<file path="src/rtl/fsp_pkg.sv">
package fsp_pkg;

    typedef enum logic [1:0] {
        MODE_LEVEL = 2'b00,
        MODE_ERASE = 2'b01,
        MODE_PROG  = 2'b10,
        MODE_ANY   = 2'b11
    } sts_mode_e;

    localparam logic [7:0] CFG_OPCODE = 8'hB8;

    typedef struct packed {
        logic armed;
    } dec_state_t;

    typedef struct packed {
        sts_mode_e mode;
        logic      pend_vld;
        sts_mode_e pend_mode;
        logic      busy;
    } top_state_t;

endpackage

</file>
<file path="src/rtl/fsp_cmd_decode.sv">
module fsp_cmd_decode
    import fsp_pkg::*;
(
    input  logic            clk,
    input  logic            rst_n,
    input  logic            cmd_we,
    input  logic [7:0]      cmd_data,
    output logic            cfg_fire,
    output sts_mode_e       cfg_code,
    output logic            armed
);

    dec_state_t st_q, st_d;
    logic       is_opcode;

    assign is_opcode = (cmd_data == CFG_OPCODE);

    always_comb begin
        st_d     = st_q;
        cfg_fire = 1'b0;
        cfg_code = sts_mode_e'(cmd_data[1:0]);
        if (cmd_we) begin
            if (!st_q.armed) begin
                st_d.armed = is_opcode;
            end else begin
                // second write: a repeated opcode abandons, anything else configures
                st_d.armed = 1'b0;
                cfg_fire   = !is_opcode;
            end
        end
    end

    always_ff @(posedge clk) begin
        if (!rst_n) begin
            st_q.armed <= 1'b0;
        end else begin
            st_q <= st_d;
        end
    end

    assign armed = st_q.armed;

    AST_ABANDON: assert property (@(posedge clk) disable iff (!rst_n)
        (st_q.armed && cmd_we && is_opcode) |=> !st_q.armed);

    AST_FIRST_WRITE: assert property (@(posedge clk) disable iff (!rst_n)
        (!st_q.armed) |-> !cfg_fire);

endmodule

</file>
<file path="src/rtl/fsp_pulse_timer.sv">
module fsp_pulse_timer #(
    parameter int PULSE_CYCLES = 32
) (
    input  logic clk,
    input  logic rst_n,
    input  logic trig,
    output logic active,
    output logic ending
);

    localparam int CNT_W = $clog2(PULSE_CYCLES + 1);
    localparam logic [CNT_W-1:0] CNT_LOAD = CNT_W'(PULSE_CYCLES);
    localparam logic [CNT_W-1:0] CNT_ONE  = CNT_W'(1);

    logic [CNT_W-1:0] cnt_q, cnt_d;

    always_comb begin
        cnt_d = cnt_q;
        if (trig) begin
            cnt_d = CNT_LOAD;
        end else if (cnt_q != '0) begin
            cnt_d = cnt_q - CNT_ONE;
        end
    end

    always_ff @(posedge clk) begin
        if (!rst_n) begin
            cnt_q <= '0;
        end else begin
            cnt_q <= cnt_d;
        end
    end

    assign active = (cnt_q != '0);
    assign ending = (cnt_q == CNT_ONE) && !trig;

    AST_RELOAD: assert property (@(posedge clk) disable iff (!rst_n)
        trig |=> (cnt_q == CNT_LOAD));

    AST_CNT_RANGE: assert property (@(posedge clk) disable iff (!rst_n)
        cnt_q <= CNT_LOAD);

    AST_COUNT_DOWN: assert property (@(posedge clk) disable iff (!rst_n)
        (active && !trig) |=> (cnt_q == $past(cnt_q) - CNT_ONE));

endmodule

</file>
<file path="src/rtl/flash_status_pin.sv">
module flash_status_pin
    import fsp_pkg::*;
#(
    parameter int PULSE_CYCLES = 32
) (
    input  logic       clk,
    input  logic       rst_n,
    input  logic       cmd_we,
    input  logic [7:0] cmd_data,
    input  logic       seq_busy,
    input  logic       erase_done,
    input  logic       prog_done,
    output logic       status_pin
);

    top_state_t st_q, st_d;
    logic       cfg_fire;
    sts_mode_e  cfg_code;
    logic       armed;
    logic       trig;
    logic       pulse_active;
    logic       pulse_ending;

    fsp_cmd_decode u_dec (
        .clk      (clk),
        .rst_n    (rst_n),
        .cmd_we   (cmd_we),
        .cmd_data (cmd_data),
        .cfg_fire (cfg_fire),
        .cfg_code (cfg_code),
        .armed    (armed)
    );

    assign trig = (st_q.mode[0] && erase_done) || (st_q.mode[1] && prog_done);

    fsp_pulse_timer #(.PULSE_CYCLES(PULSE_CYCLES)) u_tmr (
        .clk    (clk),
        .rst_n  (rst_n),
        .trig   (trig),
        .active (pulse_active),
        .ending (pulse_ending)
    );

    always_comb begin
        st_d      = st_q;
        st_d.busy = seq_busy;
        if (pulse_ending) begin
            if (st_q.pend_vld) begin
                st_d.mode = st_q.pend_mode;
            end
            st_d.pend_vld = 1'b0;
        end
        if (cfg_fire) begin
            if (pulse_active && !pulse_ending) begin
                st_d.pend_vld  = 1'b1;
                st_d.pend_mode = cfg_code;
            end else begin
                st_d.mode = cfg_code;
            end
        end
    end

    always_ff @(posedge clk) begin
        if (!rst_n) begin
            st_q.mode      <= MODE_LEVEL;
            st_q.pend_vld  <= 1'b0;
            st_q.pend_mode <= MODE_LEVEL;
            st_q.busy      <= 1'b0;
        end else begin
            st_q <= st_d;
        end
    end

    assign status_pin = (st_q.mode == MODE_LEVEL) ? !st_q.busy : !pulse_active;

    AST_LEVEL_BUSY: assert property (@(posedge clk) disable iff (!rst_n)
        (st_q.mode == MODE_LEVEL && !pulse_active && seq_busy && !cfg_fire)
        |=> !status_pin);

    AST_ERASE_PULSE: assert property (@(posedge clk) disable iff (!rst_n)
        (st_q.mode == MODE_ERASE && erase_done && !cfg_fire && !pulse_ending)
        |=> !status_pin);

    AST_PROG_IGNORED: assert property (@(posedge clk) disable iff (!rst_n)
        (st_q.mode == MODE_ERASE && prog_done && !erase_done && !pulse_active && !cfg_fire)
        |=> status_pin);

    AST_DEFER: assert property (@(posedge clk) disable iff (!rst_n)
        (cfg_fire && pulse_active && !pulse_ending) |=> $stable(st_q.mode));

    AST_NO_ARM_CHANGE: assert property (@(posedge clk) disable iff (!rst_n)
        (!armed && !pulse_ending) |=> $stable(st_q.mode));

endmodule

</file>
<file path="config.mk">
export PLATFORM = sky130hd
export DESIGN_NAME = flash_status_pin
export DESIGN_NICKNAME = d
export VERILOG_FILES = /design/src/rtl/fsp_pkg.sv /design/src/rtl/fsp_cmd_decode.sv /design/src/rtl/fsp_pulse_timer.sv /design/src/rtl/flash_status_pin.sv
export SDC_FILE = /design/constraint.sdc
export NUM_CORES = 1
export LEC_CHECK = 0
export BUFFER_PORTS_ARGS = -buffer_cell sky130_fd_sc_hd__buf_4
export CAP_MARGIN = 20
export CORE_MARGIN = 2
export CORE_UTILIZATION = 50
export DETAILED_ROUTE_END_ITERATION = 12
export PLACE_DENSITY = 0.74
export SLEW_MARGIN = 30
export SYNTH_ARGS = -nofsm -noshare
export SYNTH_HDL_FRONTEND = slang
export SYNTH_HIERARCHICAL = 1
export SYNTH_SLANG_ARGS = --single-unit
export TNS_END_PERCENT = 1
</file>
<file path="constraint.sdc">
create_clock -name clk -period 1.9 [get_ports clk]
set_clock_uncertainty 0.1 [all_clocks]
set_input_delay 0.475 -clock clk [delete_from_list [all_inputs] [get_ports clk]]
set_output_delay 0.475 -clock clk [all_outputs]
set_load 0.05 [all_outputs]
</file>
After elaboration in Yosys (flattened, before gate mapping):

Index checks and enable logic that the tools add are counted.

* output and inout bits: 1
* register bits after elaboration: 13
* word-level logic and storage cells: 37

* add/sub/neg operators: 1
* reductions and logical operators: 15
* equality and inequality tests: 2
* bitwise logic cells: 1
* mux-type cells: 11

Operator list (number)
* $mux 6: 2
* $eq 8x8->1 const B: 1
* $eq 6x1->1 const B: 1
* $mux 3: 2
* $reduce_bool 6->1: 1
* $sub 6x1->6 const B: 1
* $logic_not 1->1: 5
* $mux 5: 1
* $logic_and 1x1->1: 4
* $mux 1: 4
* $mux 2: 2
* $logic_not 2->1: 1
* $reduce_and 2->1: 1
* $reduce_bool 2->1: 1
* $reduce_or 2->1: 1
* $logic_or 1x1->1: 1
* $not 1->1: 1

Depth between registers and ports, before layout:

Gate-level depths: netlist of run 1.

* depth in word-level cells: 8
* mapped depth: 7
* mapped depth without buffers: 7

Modules after synthesis:

The synthesis of run 1 kept the hierarchy.

By module, submodules not included
* fsp_pulse_timer: cells an instance 35, times used 1, area each 340.3 µm²
* flash_status_pin: cells an instance 28, times used 1, area each 272.8 µm²
* fsp_cmd_decode: cells an instance 11, times used 1, area each 96.3 µm²

Least setup slack after synthesis of run 1:

OpenSTA, ideal clock, no wires.

* path type: register -> output
* from: reg u_tmr.cnt_q[2]
* to: out status_pin
* path slack: -0.396 ns
* required time: 1.325 ns
* buffers on the path: 0
* data arrival time: 1.721 ns
* stages on the path, launching flop included: 5
* path through: dfxtp_1 > nor4_4 > and2_4 > inv_2 > mux2i_1

* longest elaborated chain between the ends: 3

RTL lines
* start, declared: line fsp_pulse_timer.sv:15 `logic [CNT_W-1:0] cnt_q, cnt_d;`
* start signal, assigned: line fsp_pulse_timer.sv:30 `cnt_q <= cnt_d;`
* $reduce_bool 6->1: line fsp_pulse_timer.sv:34 `assign active = (cnt_q != '0);`
* net pulse_active: line flash_status_pin.sv:21 `logic pulse_active;`
* $logic_not 1->1: line flash_status_pin.sv:74 `assign status_pin = (st_q.mode == MODE_LEVEL) ? !st_q.busy : !pulse_active;`
* $mux 1: line flash_status_pin.sv:74
* end, declared: line flash_status_pin.sv:13 `output logic status_pin`

The timed path passes the listed nets, and every way through them passes these cells.

Final worst setup path of run 1:

* from: reg u_tmr.cnt_q[5]
* to: out status_pin

Same word-level chain as after synthesis.

==> results of run 1 <==
-- final cells by class --
class,instances,area [um^2]
Multi-Input combinational cell,53,424
Fill cell,114,388
Sequential cell,13,267
Timing Repair Buffer,22,169
Clock buffer,4,26.3
Inverter,6,25.0
Tap cell,15,18.8
-- timing repair --
item                                    CTS  global route
buffers inserted                          2             0
pin swaps                                 2             1
hold endpoints to repair                  0             0
endpoints found under the setup margin    1             1
resized for setup                         5             2
-- sequential cells by signal (all words and copies together) (netlist names) --
register     count
st_q             6
u_dec/armed      1
u_tmr/cnt_q      6
-- power groups by stage --
| stage | registers [mW] | clock network, mW | logic (mW) |
|---|---|---|---|
| floorplan | 0.382 | 0 | 0.406 |
| finish | 0.386 | 0.169 | 0.673 |
| global route | 0.395 | 0.184 | 0.747 |
| detailed placement | 0.388 | 0 | 0.610 |
| global placement | 0.389 | 0 | 0.597 |
| CTS | 0.384 | 0.174 | 0.671 |
-- placed cells by master, fill, tap and decap left out, drive strengths merged, types with 2 or more instances in the layout --
master  instances
inv             6
nand2b          2
nor4            2
a21boi          2
and3b           3
a31oi           2
a31o            2
xnor2           3
buf            22
nand2           3
mux2i           4
nor3            6
nor3b           2
and2            3
dfxtp          13
clkbuf          4
a21oi           4
ha              3
nor2            4
-- cells by family after synthesis --
group           count (synthesis)  synth area share (%)
xor+xnor                        3                  3.70
mux                             4                  5.64
buf+inv                         8                  5.29
fa+ha+maj                       3                  5.29
flops                          13                  36.7
simple gates                   29                  28.2
compound gates                 14                  15.2
-- critical path, delay by kind of cell, from the launching register on --
kind                   cells  cell delay [ns]
and+or+nand+nor            2             0.50
DFF                        1             0.34
buffers and inverters      2             0.22
muxes                      1             0.15
-- metal layers --
metal	wire length (um)	global-route usage, %
met1	636	21.9
met2	810	36.9
met3	28	3.48
met4	36	10.3
met5	0	0
-- metrics by stage --
stage | utilization, % | cell area, um^2 | setup TNS, ns | setup WS, ns
6_report | 70.6 | 930 | -0.153 | -0.153
2_1_floorplan | - | 722 | 0 | 0.00712
3_5_place_dp | 66.5 | 876 | 0 | 0.0680
3_3_place_gp | 66.5 | 876 | 0 | 0.0871
4_1_cts | 70.5 | 928 | -0.163 | -0.163
5_1_grt | 70.6 | 930 | -0.198 | -0.198
-- path summary, 6_finish.rpt --
check	endpoint	slack, ns	from	cells past startpoint
setup / recovery	status_pin	-0.15	u_tmr/cnt_q[5]	5
hold / removal	st_q[0]	0.31	seq_busy	2
setup reg to reg	st_q[2]	0.15	u_tmr/cnt_q[5]	8
hold reg to reg	st_q[1]	0.41	st_q[1]	2
==> metrics.json, run 1 <==
{
  "drt": {
    "route.detailed.drc": 0,
    "firstDrtPassIters": 5,
    "routed_wire_length_per_instance_um": 13.4,
    "route.detailed.vias_per_inst": 5.52,
    "initialDrtViolationCount": 6,
    "route.antenna.remaining_nets": 0,
    "total_wirelength_of_the_detailed_routed_design_um": 1510,
    "routed-via-count": 624
  },
  "synth": {
    "synth_largest_type_area_fraction_pct": 36.7,
    "ys_async_sr_fraction_pct": 0,
    "synth_edf_count": 0,
    "yosysWarnings": 6,
    "syn_nets": 91,
    "postSynthCellCount": 74,
    "top_cell_types_by_occurrence_after_synthesis": "dfxtp_1 (13), nor3_1 (6), inv_1 (5)",
    "synth_most_common_cell": "dfxtp_1",
    "yosys-top-cells-area": "dfxtp_1 (37%), mux2i_1 (5.6%), ha_1 (5.3%)",
    "yosysSeqAreaShare_pct": 36.7,
    "synth_largest_area_cell": "dfxtp_1",
    "syn_avg_cell_area_um2": 9.59,
    "ys_seq_elements": 13,
    "yosysUniqueCellTypes": 33,
    "syn-cell-area_um2": 709,
    "synth_ff_type": "dfxtp_1"
  },
  "outcome": {
    "violated_checks": "negative setup slack",
    "outcome": "complete, but fails checks"
  },
  "clock_tree": {
    "cts.sink_count": 13,
    "clockBufferDepth": 2,
    "ctsRootBufferMaster": "clkbuf_4",
    "tritoncts.num_buffers": 3,
    "h-tree-depth": 1,
    "insertion_delay_ns": 0.27,
    "cts.clk_slew.worst_paths_ns": 0.08,
    "tritoncts_clock_tree": "done",
    "holdBufCountCts": 0
  },
  "die": {
    "design.portCount": 15,
    "floorplan.initialDensity_pct": 53.8,
    "rows": 13,
    "die_x_um": 41.7,
    "die_area_um2": 1740,
    "die_h_um": 41.7,
    "floorplan.core_area_um2": 1320
  },
  "pwr": {
    "psw_uw": 448,
    "share_seq_of_total_power_pct": 31.4,
    "power.combinational.fraction_pct": 54.8,
    "leakagePower_nw": 0.433,
    "clock_power_share_pct": 13.8,
    "power_switching_share_pct": 36.5,
    "post-layout-total-power_mw": 1.23,
    "powerDensity_nw_per_um2": 1320,
    "p_int_uw": 780,
    "vdd.ir_drop.worst_v": 0.000593
  },
  "placement": {
    "place.port_buffers": 14,
    "dpl.hpwl_um": 1160,
    "dpl.cell_count": 107,
    "place.gp.congestion": 0.786
  },
  "timing": {
    "slew-limit-headroom_pct": 68.9,
    "worst_hold_slack_ns": 0.309,
    "rsz0062_at_grt": "yes",
    "max_clock_freq_ghz": 0.487,
    "finalCriticalPeriod_ns": 2.05,
    "timing_hold_violations_final": 0,
    "final-max-slew-violation-count": 0,
    "fin_ws_ns": -0.153,
    "setup-violations-final": 1,
    "timing.final.crit_share_pct": 108,
    "worst_pin_slew_ns": 0.465
  },
  "global_routing": {
    "grt_remaining_overflow": 0,
    "grt_max_degree": 8,
    "grt_pass1_wl_um": 2740,
    "global_route.usage.total_pct": 20.2,
    "via_count_of_the_first_global_routing_pass": 662,
    "number_of_antenna_violations_at_the_first_check_in_global_routing": 0
  },
  "worst_setup_path": {
    "worst-endpoint-arrival_ns": 1.48,
    "timing.setup.critical_path_class": "reg2out",
    "worst_path_max_delay_cell": "dfxtp_2",
    "crit_fanout": 2,
    "endpoint_kind": "output pin",
    "worstSetupStartpointType": "flop",
    "critPathMaxStageDelay_ns": 0.34,
    "crit_chain": "nor4_4 > and2_4 > inv_4 > mux2i_4 > buf_6",
    "cp_data_required_time_ns": 1.32
  },
  "layout": {
    "drive_above_1_share_pct": 40.8,
    "design.final.nets": 116,
    "diodes": 0,
    "synthToLayoutAreaGrowth_pct": 31.0,
    "finalNonFillerCells": 113
  },
  "job": {
    "max-cap-violations": 0
  },
  "hold_path": {
    "min_path_type": "in2reg"
  }
}
Power figures use the tool's default switching activity.
==> inputs of run 2 (changes only) <==
--- a/config.mk
+++ b/config.mk
@@ -10,7 +10,7 @@
 export CORE_MARGIN = 2
 export CORE_UTILIZATION = 50
 export DETAILED_ROUTE_END_ITERATION = 12
-export PLACE_DENSITY = 0.74
+export PLACE_DENSITY = 0.73
 export SLEW_MARGIN = 30
 export SYNTH_ARGS = -nofsm -noshare
 export SYNTH_HDL_FRONTEND = slang
==> metrics.json, run 2 (synthesis gave the netlist of run 1 again) <==
{
  "drt": {
    "routed_wire_length_per_instance": {"value": 11.5, "unit": "um", "change": "was 13.4 um"},
    "route.antenna.remaining_nets": {"value": 0, "change": "unchanged"},
    "initialDrtViolationCount": {"value": 10, "change": "was 6"},
    "route.detailed.drc": {"value": 0, "change": "unchanged"},
    "total_wirelength_of_the_detailed_routed_design": {"value": 1310, "unit": "um", "change": "was 1510 um"},
    "firstDrtPassIters": {"value": 4, "change": "was 5"},
    "routed-via-count": {"value": 617, "change": "was 624"},
    "route.detailed.vias_per_inst": {"value": 5.41, "change": "was 5.52"}
  },
  "worst_setup_path": {
    "worst-endpoint-arrival": {"value": 1.44, "unit": "ns", "change": "was 1.48 ns"},
    "reg2reg_from": {"value": "u_tmr/cnt_q[1]", "change": "was u_tmr/cnt_q[5]"},
    "timing.setup.critical_path_class": {"value": "reg2out", "change": "unchanged"},
    "timing.critical_path.from": {"value": "u_tmr/cnt_q[5]", "change": "unchanged"},
    "critPathMaxStageDelay": {"value": 0.34, "unit": "ns", "change": "about the same"},
    "cp_data_required_time": {"value": 1.32, "unit": "ns", "change": "about the same"},
    "critical_path_buf_inv_count": {"value": 2, "change": "unchanged"},
    "crit_fanout": {"value": 2, "change": "unchanged"},
    "critical-path-top-delay-family": {"value": "simple AND/OR/NAND/NOR gates", "change": "unchanged"},
    "crit_chain": {"value": "nor4_4 > and2_4 > inv_4 > mux2i_4 > buf_6", "change": "unchanged"},
    "worst_path_max_delay_cell": {"value": "dfxtp_2", "change": "unchanged"},
    "worstSetupStartpointType": {"value": "flop", "change": "unchanged"},
    "endpoint_kind": {"value": "output pin", "change": "unchanged"}
  },
  "placement": {
    "place.port_buffers": {"value": 14, "change": "unchanged"},
    "dpl.hpwl": {"value": 1060, "unit": "um", "change": "was 1160 um"},
    "place.gp.congestion": {"value": 0.805, "change": "was 0.786"},
    "preCtsSetupSlack": {"value": 0.0811, "unit": "ns", "change": "was 0.0680 ns"},
    "dpl.cell_count": {"value": 106, "change": "was 107"}
  },
  "timing": {
    "rsz0062_at_grt": {"value": "yes", "change": "unchanged"},
    "timing.final.crit_share": {"value": 106, "unit": "%", "change": "was 108%"},
    "worst_pin_slew": {"value": 0.468, "unit": "ns", "change": "was 0.465 ns"},
    "setup-violations-final": {"value": 1, "change": "unchanged"},
    "max_clock_freq": {"value": 0.497, "unit": "GHz", "change": "was 0.487 GHz"},
    "final-max-slew-violation-count": {"value": 0, "change": "unchanged"},
    "timing_hold_violations_final": {"value": 0, "change": "unchanged"},
    "fin_ws": {"value": -0.111, "unit": "ns", "change": "was -0.153 ns"},
    "worst_hold_slack": {"value": 0.314, "unit": "ns", "change": "was 0.309 ns"},
    "slew-limit-headroom": {"value": 68.6, "unit": "%", "change": "was 68.9%"},
    "finalCriticalPeriod": {"value": 2.01, "unit": "ns", "change": "was 2.05 ns"}
  },
  "die": {
    "die_x": {"value": 41.7, "unit": "um", "change": "unchanged"},
    "die_h": {"value": 41.7, "unit": "um", "change": "unchanged"},
    "floorplan.core_area": {"value": 1320, "unit": "um^2", "change": "unchanged"},
    "die_area": {"value": 1740, "unit": "um^2", "change": "unchanged"},
    "rows": {"value": 13, "change": "unchanged"},
    "design.portCount": {"value": 15, "change": "unchanged"},
    "floorplan.initialDensity": {"value": 53.8, "unit": "%", "change": "unchanged"}
  },
  "layout": {
    "drive_above_1_share": {"value": 40.4, "unit": "%", "change": "was 40.8%"},
    "final.fill_count": {"value": 112, "change": "was 114"},
    "layout.area.seq": {"value": 267, "unit": "um^2", "change": "unchanged"},
    "design.final.nets": {"value": 117, "change": "was 116"},
    "layout_common_cells": {"value": "buf_4 (20), dfxtp_1 (10), nor3_1 (6), inv_1 (5), nor2_1 (4)", "change": "was buf_4 (21), dfxtp_1 (10), nor3_1 (6), nor2_1 (4), inv_1 (4)"},
    "multi_input_comb_area": {"value": 424, "unit": "um^2", "change": "unchanged"},
    "largestRegisters": {"value": "st_q x6, u_tmr/cnt_q x6, u_dec/armed x1", "change": "unchanged"},
    "diodes": {"value": 0, "change": "unchanged"},
    "synthToLayoutAreaGrowth": {"value": 33.2, "unit": "%", "change": "was 31.0%"},
    "mostFrequentLayoutCell": {"value": "buf_4", "change": "unchanged"},
    "finalNonFillerCells": {"value": 114, "change": "was 113"}
  },
  "clock_tree": {
    "cts.clk_slew.worst_paths": {"value": 0.08, "unit": "ns", "change": "about the same"},
    "h-tree-depth": {"value": 1, "change": "unchanged"},
    "ctsRootBufferMaster": {"value": "clkbuf_4", "change": "unchanged"},
    "tritoncts_clock_tree": {"value": "done", "change": "unchanged"},
    "holdBufCountCts": {"value": 0, "change": "unchanged"},
    "cts.sink_count": {"value": 13, "change": "unchanged"},
    "clockBufferDepth": {"value": 2, "change": "unchanged"},
    "insertion_delay": {"value": 0.27, "unit": "ns", "change": "about the same"},
    "tritoncts.num_buffers": {"value": 3, "change": "unchanged"}
  },
  "pwr": {
    "powerDensity": {"value": 1330, "unit": "nW/um^2", "change": "was 1320 nW/um^2"},
    "post-layout-total-power": {"value": 1.26, "unit": "mW", "change": "was 1.23 mW"},
    "psw": {"value": 443, "unit": "uW", "change": "was 448 uW"},
    "clock_power_share": {"value": 13.2, "unit": "%", "change": "was 13.8%"},
    "leakagePower": {"value": 0.440, "unit": "nW", "change": "was 0.433 nW"},
    "share_seq_of_total_power": {"value": 31.0, "unit": "%", "change": "was 31.4%"},
    "vdd.ir_drop.worst": {"value": 0.000650, "unit": "V", "change": "was 0.000593 V"},
    "power.combinational.fraction": {"value": 55.7, "unit": "%", "change": "was 54.8%"},
    "p_int": {"value": 814, "unit": "uW", "change": "was 780 uW"},
    "power_switching_share": {"value": 35.3, "unit": "%", "change": "was 36.5%"}
  },
  "job": {
    "max-cap-violations": {"value": 0, "change": "unchanged"}
  },
  "global_routing": {
    "number_of_antenna_violations_at_the_first_check_in_global_routing": {"value": 0, "change": "unchanged"},
    "grt_remaining_overflow": {"value": 0, "change": "unchanged"},
    "grt_max_degree": {"value": 8, "change": "unchanged"},
    "via_count_of_the_first_global_routing_pass": {"value": 564, "change": "was 662"},
    "grt_pass1_wl": {"value": 2200, "unit": "um", "change": "was 2740 um"},
    "global_route.usage.total": {"value": 15.8, "unit": "%", "change": "was 20.2%"}
  },
  "outcome": {
    "violated_checks": {"value": "negative setup slack", "change": "unchanged"},
    "outcome": {"value": "complete, but fails checks", "change": "unchanged"}
  },
  "hold_path": {
    "min-delay-start": {"value": "seq_busy", "change": "unchanged"},
    "min_path_type": {"value": "in2reg", "change": "unchanged"}
  }
}
[run 2: cell types whose count changed in the layout (fill, tap and decap cells not counted)]
cell,previous run,this run
buf_4,21,20
inv_1,4,5
buf_6,1,3
inv_2,1,0
[run 2: path summary, 6_finish.rpt]
| check | slack (ns) | to | cells after the start |
|---|---|---|---|
| max reg2reg | 0.11 | st_q[5] | 9 |
| min reg2reg | 0.42 | st_q[1] | 2 |
| min | 0.31 | st_q[0] | 2 |
| max | -0.11 | status_pin | 5 |
[run 2: metal layers]
layer | global-route usage, % | up-vias | routed length, um
li1 | - | 315 | -
met5 | 0 | - | 0
met2 | 27.5 | 10 | 627
met1 | 20.2 | 290 | 628
met4 | 3.87 | 0 | 6
met3 | 2.61 | 2 | 51
[run 2: per-stage QoR]
step                setup TNS [ns]  cell area [um^2]  util (%)
CTS                         -0.121               930      70.6
global route                -0.178               945      71.7
detailed placement               0               868      65.9
global placement                 0               868      65.9
floorplan                        0               722         -
finish                      -0.111               945      71.7
[run 2: what timing repair did]
| item | 4_1_cts | 5_1_grt |
|---|---|---|
| setup buffers | 3 | 1 |
| endpoints found under the setup margin | 1 | 4 |
| resized for setup | 6 | 2 |
| pin swaps | 2 | 3 |
[run 2: power groups by stage]
stage                     Combinational [mW]  Sequential [mW]  Clock [mW]
final                                  0.700            0.390       0.166
after global routing                   0.756            0.399       0.186
after detailed placement               0.588            0.394           0
after global placement                 0.583            0.394           0
after floorplan                        0.406            0.382           0
after CTS                              0.663            0.392       0.175
[run 2: layout make-up]
class                           count  area share, %
Tap cell                           15           1.99
Inverter                            6           2.65
Clock buffer                        4           2.78
Sequential cell                    13           28.2
Multi-Input combinational cell     53           44.9
Timing Repair Buffer               23           19.5
